### src/rtl/dma_pkg.sv
package dma_pkg;

    localparam int XW = 64;

    localparam logic [4:0] OFS_CTRL = 5'h00;
    localparam logic [4:0] OFS_CFG  = 5'h04;
    localparam logic [4:0] OFS_CNT  = 5'h08;
    localparam logic [4:0] OFS_DST  = 5'h10;
    localparam logic [4:0] OFS_SRC  = 5'h18;

    localparam int CTL_CLAIM = 0;
    localparam int CTL_RUN   = 1;
    localparam int CTL_DONE  = 30;

    typedef enum logic [2:0] {
        ST_IDLE,
        ST_RD,
        ST_RWAIT,
        ST_WR,
        ST_FIN
    } xfer_state_t;

    typedef struct packed {
        logic [31:0]   cfg;
        logic [XW-1:0] cnt;
        logic [XW-1:0] dst;
        logic [XW-1:0] src;
    } prog_t;

    typedef struct packed {
        logic [XW-1:0] src;
        logic [XW-1:0] dst;
        logic [XW-1:0] rem;
    } cursor_t;

    function automatic logic [3:0] clamp_code(input logic [3:0] code, input logic [3:0] maxl);
        return (code > maxl) ? maxl : code;
    endfunction

    function automatic logic [3:0] chunk_log(input logic [31:0] cfg, input logic [3:0] maxl);
        logic [3:0] r;
        logic [3:0] w;
        r = clamp_code(cfg[31:28], maxl);
        w = clamp_code(cfg[27:24], maxl);
        return (r < w) ? r : w;
    endfunction

endpackage

### src/rtl/dma_regs.sv
module dma_regs
    import dma_pkg::*;
(
    input  logic          clk,
    input  logic          rst,
    input  logic          wr_en,
    input  logic [4:0]    wr_addr,
    input  logic [63:0]   wr_data,
    input  logic [4:0]    rd_addr,
    output logic [63:0]   rd_data,
    input  logic          fin,
    output logic          start,
    output prog_t         prog,
    output logic          claim_q,
    output logic          run_q,
    output logic          done_q
);

    logic [63:0] ctl_word;

    assign start = wr_en && (wr_addr == OFS_CTRL) && !run_q && claim_q
                   && wr_data[CTL_RUN] && wr_data[CTL_CLAIM];

    always_ff @(posedge clk) begin
        if (rst) begin
            prog    <= '0;
            claim_q <= 1'b0;
            run_q   <= 1'b0;
            done_q  <= 1'b0;
        end else begin
            if (fin) begin
                run_q  <= 1'b0;
                done_q <= 1'b1;
            end
            if (wr_en && !run_q) begin
                case (wr_addr)
                    OFS_CTRL: begin
                        claim_q <= wr_data[CTL_CLAIM];
                        if (start) begin
                            run_q  <= 1'b1;
                            done_q <= 1'b0;
                        end
                    end
                    OFS_CFG: prog.cfg <= wr_data[31:0];
                    OFS_CNT: prog.cnt <= wr_data;
                    OFS_DST: prog.dst <= wr_data;
                    OFS_SRC: prog.src <= wr_data;
                    default: ;
                endcase
            end
        end
    end

    always_comb begin
        ctl_word            = '0;
        ctl_word[CTL_CLAIM] = claim_q;
        ctl_word[CTL_RUN]   = run_q;
        ctl_word[CTL_DONE]  = done_q;
        case (rd_addr)
            OFS_CTRL: rd_data = ctl_word;
            OFS_CFG:  rd_data = {32'h0, prog.cfg};
            OFS_CNT:  rd_data = prog.cnt;
            OFS_DST:  rd_data = prog.dst;
            OFS_SRC:  rd_data = prog.src;
            default:  rd_data = '0;
        endcase
    end

endmodule

### src/rtl/dma_chunk.sv
module dma_chunk
    import dma_pkg::*;
#(
    parameter int DATA_BYTES = 64
) (
    input  logic [XW-1:0]                rem,
    input  logic [3:0]                   lg,
    output logic [$clog2(DATA_BYTES):0]  len,
    output logic [DATA_BYTES-1:0]        be
);

    localparam int LW = $clog2(DATA_BYTES) + 1;

    logic [LW-1:0] full;

    assign full = LW'(1) << lg;
    assign len  = (rem >= XW'(full)) ? full : rem[LW-1:0];

    for (genvar g = 0; g < DATA_BYTES; g++) begin : g_lane
        assign be[g] = (len > LW'(g));
    end

endmodule

### src/rtl/dma_engine.sv
module dma_engine
    import dma_pkg::*;
#(
    parameter int DATA_BYTES = 64
) (
    input  logic                      clk,
    input  logic                      rst,
    input  logic                      start,
    input  prog_t                     prog,
    output logic                      fin,
    output logic                      mem_req_valid,
    input  logic                      mem_req_ready,
    output logic                      mem_req_write,
    output logic [XW-1:0]             mem_req_addr,
    output logic [DATA_BYTES-1:0]     mem_req_be,
    output logic [8*DATA_BYTES-1:0]   mem_req_wdata,
    input  logic                      mem_rsp_valid,
    input  logic [8*DATA_BYTES-1:0]   mem_rsp_rdata
);

    localparam int         LW   = $clog2(DATA_BYTES) + 1;
    localparam logic [3:0] MAXL = 4'($clog2(DATA_BYTES));

    xfer_state_t             st;
    cursor_t                 cur;
    logic [3:0]              lg;
    logic [8*DATA_BYTES-1:0] dbuf;
    logic [LW-1:0]           len;

    dma_chunk #(.DATA_BYTES(DATA_BYTES)) u_chunk (
        .rem (cur.rem),
        .lg  (lg),
        .len (len),
        .be  (mem_req_be)
    );

    always_ff @(posedge clk) begin
        if (rst) begin
            st   <= ST_IDLE;
            cur  <= '0;
            lg   <= '0;
            dbuf <= '0;
        end else begin
            case (st)
                ST_IDLE: if (start) begin
                    cur.src <= prog.src;
                    cur.dst <= prog.dst;
                    cur.rem <= prog.cnt;
                    lg      <= chunk_log(prog.cfg, MAXL);
                    st      <= (prog.cnt == '0) ? ST_FIN : ST_RD;
                end
                ST_RD: if (mem_req_ready) st <= ST_RWAIT;
                ST_RWAIT: if (mem_rsp_valid) begin
                    dbuf <= mem_rsp_rdata;
                    st   <= ST_WR;
                end
                ST_WR: if (mem_req_ready) begin
                    cur.src <= cur.src + XW'(len);
                    cur.dst <= cur.dst + XW'(len);
                    cur.rem <= cur.rem - XW'(len);
                    st      <= (cur.rem == XW'(len)) ? ST_FIN : ST_RD;
                end
                ST_FIN:  st <= ST_IDLE;
                default: st <= ST_IDLE;
            endcase
        end
    end

    assign fin           = (st == ST_FIN);
    assign mem_req_valid = (st == ST_RD) || (st == ST_WR);
    assign mem_req_write = (st == ST_WR);
    assign mem_req_addr  = (st == ST_WR) ? cur.dst : cur.src;
    assign mem_req_wdata = dbuf;

endmodule

### src/rtl/mem_dma_top.sv
module mem_dma_top
    import dma_pkg::*;
#(
    parameter int DATA_BYTES = 64
) (
    input  logic                      clk,
    input  logic                      rst,
    input  logic                      reg_wr_en,
    input  logic [4:0]                reg_wr_addr,
    input  logic [63:0]               reg_wr_data,
    input  logic [4:0]                reg_rd_addr,
    output logic [63:0]               reg_rd_data,
    output logic                      mem_req_valid,
    input  logic                      mem_req_ready,
    output logic                      mem_req_write,
    output logic [63:0]               mem_req_addr,
    output logic [DATA_BYTES-1:0]     mem_req_be,
    output logic [8*DATA_BYTES-1:0]   mem_req_wdata,
    input  logic                      mem_rsp_valid,
    input  logic [8*DATA_BYTES-1:0]   mem_rsp_rdata
);

    prog_t prog;
    logic  start;
    logic  fin;
    logic  claim_q;
    logic  run_q;
    logic  done_q;

    dma_regs u_regs (
        .clk     (clk),
        .rst     (rst),
        .wr_en   (reg_wr_en),
        .wr_addr (reg_wr_addr),
        .wr_data (reg_wr_data),
        .rd_addr (reg_rd_addr),
        .rd_data (reg_rd_data),
        .fin     (fin),
        .start   (start),
        .prog    (prog),
        .claim_q (claim_q),
        .run_q   (run_q),
        .done_q  (done_q)
    );

    dma_engine #(.DATA_BYTES(DATA_BYTES)) u_eng (
        .clk           (clk),
        .rst           (rst),
        .start         (start),
        .prog          (prog),
        .fin           (fin),
        .mem_req_valid (mem_req_valid),
        .mem_req_ready (mem_req_ready),
        .mem_req_write (mem_req_write),
        .mem_req_addr  (mem_req_addr),
        .mem_req_be    (mem_req_be),
        .mem_req_wdata (mem_req_wdata),
        .mem_rsp_valid (mem_rsp_valid),
        .mem_rsp_rdata (mem_rsp_rdata)
    );

endmodule

### config.mk
export PLATFORM = sky130hd
export DESIGN_NAME = mem_dma_top
export DESIGN_NICKNAME = d
export VERILOG_FILES = /design/src/rtl/dma_pkg.sv /design/src/rtl/dma_regs.sv /design/src/rtl/dma_chunk.sv /design/src/rtl/dma_engine.sv /design/src/rtl/mem_dma_top.sv
export SDC_FILE = /design/constraint.sdc
export NUM_CORES = 2
export LEC_CHECK = 0
export BUFFER_PORTS_ARGS = -buffer_cell sky130_fd_sc_hd__buf_4
export CORE_AREA = 5 5 496 498
export DETAILED_ROUTE_END_ITERATION = 16
export DIE_AREA = 0 0 501 503
export PLACE_DENSITY = 0.37
export SLEW_MARGIN = 0
export SYNTH_ARGS = -nofsm -noshare
export SYNTH_HDL_FRONTEND = slang
export SYNTH_SLANG_ARGS = --single-unit
### constraint.sdc
create_clock -name clk -period 6.25 [get_ports clk]
set_input_delay 1.5625 -clock clk [delete_from_list [all_inputs] [get_ports clk]]
set_output_delay 1.5625 -clock clk [all_outputs]
set_load 0.01 [all_outputs]
==> After elaboration in Yosys (flattened, before gate mapping) <==
Index checks and enable logic that the tools add are counted.
{ "totals": {"register_bits": 938, "out_inout_bits": 706, "input_bits": 591, "wordCells": 148} }
{ "op_classes": {"n_lt_le_gt_ge": 68, "eq_ne": 17, "add_sub_neg": 3, "muxes": 24, "shifts": 1, "reduce_logical": 22} }
{ "ops": {"columns": ["cell", "count"], "rows": [
  ["$mux W192", 2],
  ["$pmux W192 S2", 1],
  ["$pmux W64 S5", 1],
  ["$gt A7 B6 Y1 const B", 32],
  ["$add A64 B7 Y64", 2],
  ["$gt A7 B5 Y1 const B", 16],
  ["$eq A64 B7 Y1", 1],
  ["$ge A64 B7 Y1", 1],
  ["$logic_not A64 Y1", 1],
  ["$mux W64", 1],
  ["$sub A64 B7 Y64", 1],
  ["$gt A7 B4 Y1 const B", 8],
  ["$gt A7 B3 Y1 const B", 4],
  ["$eq A5 B5 Y1 const B", 4],
  ["$mux W3", 6],
  ["$gt A7 B1 Y1 const B", 2],
  ["$gt A7 B2 Y1 const B", 2],
  ["$reduce_and A2 Y1", 7],
  ["$mux W4", 3],
  ["$pmux W3 S4", 1],
  ["$eq A5 B3 Y1 const B", 2],
  ["$eq A5 B4 Y1 const B", 2],
  ["$logic_not A5 Y1", 2],
  ["$gt A4 B3 Y1 const B", 2],
  ["15 further kinds", 31]
]} }

==> Longest topological paths before layout <==
{ "depth": {"depth_word": 9, "depth_mapped": 25, "depth_no_buf": 23} }

==> Hierarchy <==
From an unflattened synthesis, not the netlist that was laid out.
{ "unflattened": {"cells_unflattened": 5513, "area_unflattened_um2": 43827.0} }
{ "by_module_without_submodules": {"columns": ["module", "seq_area_each_um2", "cells_each", "n_inst", "area_each_um2"], "rows": [
  ["dma_engine", 14233.7, 4278, 1, 31809.3],
  ["dma_regs", 4544.4, 1010, 1, 10603.9],
  ["dma_chunk", 0.0, 225, 1, 1413.9]
]} }

==> Least setup slack after synthesis <==
OpenSTA, ideal clock, no wires.
{ "synth_path": {"path_type": "register to register", "from": "register u_eng.lg[2]", "to": "register, netlist name u_eng.cur[59]", "period_less_slack_ns": 6.008, "setup_slack_ns": 0.242, "n_path_buf": 4, "setup_ns": 0.077, "t_required_ns": 6.173, "stages_incl_launch_ff": 26, "arrival_ns": 5.931, "path_cell_list": "dfxtp_1 -> clkbuf_1 -> nand2b_1 -> nor3_2 -> inv_1 -> ha_1 -> and4_1 -> a31oi_1 -> a21oi_1 -> or3_1 -> buf_6 -> clkbuf_1 -> a21oi_1 -> inv_1 -> ha_1 -> inv_2 -> maj3_2 -> maj3_2 -> a211o_1 -> a31oi_2 -> o2111ai_2 -> or4_1 -> clkbuf_1 -> or3_4 -> mux2_4 -> a41oi_2"} }
{ "synth_between": {"elab_chain_cells": 6} }
{ "synth_lines": {"columns": ["item", "line", "rtl"], "rows": [
  ["start: declaration", "dma_engine.sv:26", "logic [3:0] lg;"],
  ["start signal: assignment", "dma_engine.sv:49", "lg <= chunk_log(prog.cfg, MAXL);"],
  ["$shl A1 B4 Y7 (*)", "dma_chunk.sv:16", "assign full = LW'(1) << lg;"],
  ["$ge A64 B7 Y1", "dma_chunk.sv:17", "assign len = (rem >= XW'(full)) ? full : rem[LW-1:0];"],
  ["$mux W7 (*)", "dma_chunk.sv:17", null],
  ["$sub A64 B7 Y64 (*)", "dma_engine.sv:60", "cur.rem <= cur.rem - XW'(len);"],
  ["$mux W192 (*)", "dma_engine.sv:57", "ST_WR: if (mem_req_ready) begin"],
  ["$pmux W192 S2 (*)", "dma_engine.sv:44", "case (st)"]
]} }
Every way passes the cells marked *; elsewhere a longest branch is shown, timed or not. The select of a mux whose other input is x is not followed.
A chain may end at the register's enable or synchronous reset.

==> Worst setup path after layout <==
{ "layout_path": {"from": "register u_eng.lg[2]", "to": "output port mem_req_be[2]"} }
{ "layout_between": {"elab_chain_cells": 4} }
{ "layout_lines": {"columns": ["item", "line", "rtl"], "rows": [
  ["$shl A1 B4 Y7 (*)", "dma_chunk.sv:16", null],
  ["$ge A64 B7 Y1", "dma_chunk.sv:17", null],
  ["$mux W7 (*)", "dma_chunk.sv:17", null],
  ["$gt A7 B2 Y1 (*)", "dma_chunk.sv:20", "assign be[g] = (len > LW'(g));"],
  ["end: declaration", "mem_dma_top.sv:17", "output logic [DATA_BYTES-1:0] mem_req_be,"]
]} }
Every way passes the cells marked *; elsewhere a longest branch is shown, timed or not.

==> summary.md <==
| Metric | Value |
|---|---|
| Reg2Reg Depth | `22` |
| Port Buffers | `roughly 1300` |
| Post-synthesis register bit count | `938` |
| Final Cell Area | `roughly 0.060 sq mm` |
| Worst Hold Depth | `2` |
| CP Launch Type | `flop` |
| Hold Buf Count CTS | `0` |
| Max Slew Vio Count | `0` |
| Tcrit/Tclk final | `a little over nine tenths` |
| RSZ-0062 raised after global routing | `yes` |
| Clk root buf | `clkbuf_16` |
| Flop pwr share | `between 40 and 50%` |
| Final Hold Fails | `0` |
| I/O pin count | `approximately 1300` |
| Max-slew headroom | `about 1.7%` |
| Number of library cell types mapped by synthesis | `around 100` |
| Int Pwr | `about 11 mW` |
| Die area | `between 0.2 and 0.3 sq mm` |
| Placement Cell Area | `around 0.056 sq mm` |
| Hold_sp | `u_regs.prog[194]` |
| DRC | `0` |
| WHS | `between 0.4 and 0.5 ns` |
| Ys flop type | `dfxtp_1` |
| GRT Total Usage | `between 20% and 30%` |
| Crit Path Max Fanout | `19` |
| Asr flop ratio synth | `0%` |
| Hold path endpoint | `u_regs.prog[194]` |
| CP required | `approximately 4.7 ns` |
| Vias | `49150` |
| Sw frac | `between 20% and 30%` |
| Initial antenna violation count | `between 100 and 150` |
| Sink Count | `about 940` |
| CTS tree | `done` |
| Gate Count Post-Synth | `~5700` |
| EDFF count, synth | `0` |
| Power Total | `between 10 and 15 mW` |
| Vias in the first global route | `roughly 46000` |
| Crit path DAT | `approximately 4.4 ns` |
| Max Buffers Root-to-Sink | `3` |
| Grt ovf | `0` |
| Worst Hold Class | `flop to flop` |
| Die width | `501 um` |
| Clock Skews | `~0.034 ns` |
| Max_cap viols | `0` |
| Combinational fraction of design power | `about 4.4%` |
| # setup viols final | `0` |
| Vias per cell | `4.822` |
| Worst-Margin Slew | `~1.5 ns` |
| Routed WL | `345.7 mm` |
| Sequential area share after synthesis | `44.50%` |
| Avg Inst Size Synth | `roughly 7.4 sq um` |
| R2r setup slk | `between 0.4 and 0.5 ns` |
| Post-detailed-route count of antenna-violating nets | `0` |
| H-tree levels | `4` |
| Commonest non-fill, non-tap cell in the layout | `nand2_1` |
| CP Class | `flop to output port` |
| Global-route wire length before repair | `447.6 mm` |
| Synth warnings | `0` |
| Worst r2r dst | `u_eng.cur[59]` |
| FILL cells | `approximately 27000` |
| Switch Pwr | `around 3.7 mW` |
| Starting density of the core | `between 10% and 20%` |
| Fin crit period | `6.006 ns` |
| Critical Path End Type | `output port` |
| Synth Cell Area | `0.04220 sq mm` |
| GP Congestion | `1.003` |
| Clk Latency, worst-skew pair | `around 0.80 ns` |
| Wire per inst | `about 34 um` |
| CTS clk-pin slew, worst paths | `~0.05 ns` |
| Most frequent cells in the layout | `nand2_1 (1912), buf_4 (1443), dfxtp_1 (936)` |
| Maximum vdd drop | `around 0.18 mV` |
| Leakage power | `~23 nW` |
| Fmax | `around 0.17 GHz` |
| Largest net degree at the start of global routing | `170` |
| Final #Nets | `between 7000 and 8000` |
| Number of detailed-route iterations in the first pass | `8` |
| Outcome | `completed` |
| Area Overhead vs Synth | `43.23%` |
| Syn_nets | `about 6300` |
| TritonCTS Buffers | `~140` |
| Initial DRC Count | `around 4900` |
| Worst reg2reg path startpoint | `u_eng.lg[0]` |
| Core box area | `roughly 0.24 sq mm` |
| HPWL after DPL | `276.7 mm` |
| Clock Power Share | `a little over half` |
| Cell Pwr Density | `243.0 mW/mm^2` |
| Number of core rows | `between 150 and 200` |
| Die Span Y | `just over 500 um` |
| Share of cells above drive strength 1 | `about 26%` |
==> worst max-delay path, cell delays in order, from the launching register on <==
cell and delay (ns):
dfxtp_1 0.38, nand2b_1 0.24, nor3_2 0.18, inv_1 0.11, ha_1 0.33, and4_1 0.21
a31oi_1 0.16, a21oi_2 0.14, or3_1 0.42, buf_4 0.24, a21boi_2 0.20, inv_2 0.12
nor2_2 0.14, inv_1 0.07, nor2_1 0.10, buf_4 0.17, nand2_1 0.07, or2_1 0.22
buf_4 0.14
==> power by group through the flow <==
stage / Combinational, mW / Clock [mW] / Sequential, mW
after global placement: 0.645 / 0 / 6.14
final: 0.648 / 8.03 / 6.01
after detailed placement: 0.646 / 0 / 6.14
after global routing: 0.677 / 8.45 / 6.01
after floorplan: 0.150 / 0 / 6.13
after CTS: 0.648 / 8.27 / 6.01
==> per-stage QoR <==
stage / TNS, ns / cells / util (%) / worst slack [ns]
final: 0 / 10190 / 25.01 / 0.2438
after global routing: -0.06493 / 10180 / 25.00 / -0.06493
after CTS: 0 / 10170 / 24.96 / 0.01649
after detailed placement: 0 / 9925 / 23.10 / 0.2115
after global placement: 0 / 9925 / 23.10 / 0.2866
after floorplan: 0 / 5713 / - / 0.2421
==> state kept, by name, summed over array words and instances (netlist names) <==
signal	flops
u_regs.done_q	1
u_regs.claim_q	1
u_eng.cur	192
u_eng.st	3
u_eng.lg	4
u_eng.mem_req_wdata	512
u_regs.run_q	1
u_regs.prog	224
==> how the worst max path moves through the flow <==
stage	endpoint	slack, ns	from
CTS	mem_req_be[2]	0.02	u_eng.lg[0]
global placement	u_eng.cur[182]	0.29	reg_wr_addr[1]
floorplan	u_eng.cur[59]	0.24	u_eng.lg[2]
global route	mem_req_be[2]	-0.06	u_eng.lg[0]
finish	mem_req_be[2]	0.24	u_eng.lg[2]
detailed placement	u_eng.cur[182]	0.21	reg_wr_addr[1]
==> cells by family after synthesis <==
logic type / count (synthesis) / synth area share [%]
AOI/OAI and AO/OA: 1492 / 21.44
and+or+nand+nor: 2658 / 26.52
xor gates and xnor gates: 19 / 0.3943
adders and majority gates: 31 / 0.9013
muxes: 64 / 1.678
other: 2 / 0.01780
DFF: 938 / 44.50
buffers and inverters: 509 / 4.554
==> synth_stat cells, types with 32 or more instances <==
cell type     n  area share [%]
a31oi_1      33            0.49
nor2_1      253             2.3
clkbuf_1    421             3.7
mux2_2       33            0.88
nand3_1      89             1.1
o21ai_0     134             1.6
nand2_1    1917              17
and3_1       60            0.89
dfxtp_1     938              44
nor4_1       57            0.84
a211oi_1     39            0.69
nand4_1      44            0.65
inv_1        55            0.49
a21oi_1     883              10
a222oi_1     32            0.76
or3_1        32            0.47
nor3_1       72            0.85
a22oi_1      61             1.1
==> layout make-up <==
type	instances	area [sq um]	share of cell area (%)
Clock inverter	40	580.6	0.9605
Sequential cell	938	18780	31.07
Multi-Input combinational cell	4266	21680	35.87
Timing Repair Buffer	1463	11220	18.56
Clock buffer	200	3882	6.423
Inverter	59	226.5	0.3747
Antenna cell	25	62.56	0.1035
Tap cell	3202	4006	6.628
==> per-layer routing <==
layer / GRT usage [%] / wire length (um)
met5: 0 / 163
met3: 7.179 / 29810
met2: 41.28 / 156300
met1: 34.63 / 149400
met4: 7.104 / 10040
==> timing repair <==
item / in CTS / in global routing
setup buffers: 0 / 3
pin swaps: 0 / 0
cloned: 0 / 0
endpoints found under the setup margin: 28 / 34
gates resized for setup: 5 / 19
Note: power is estimated with default switching activity, not from simulation.
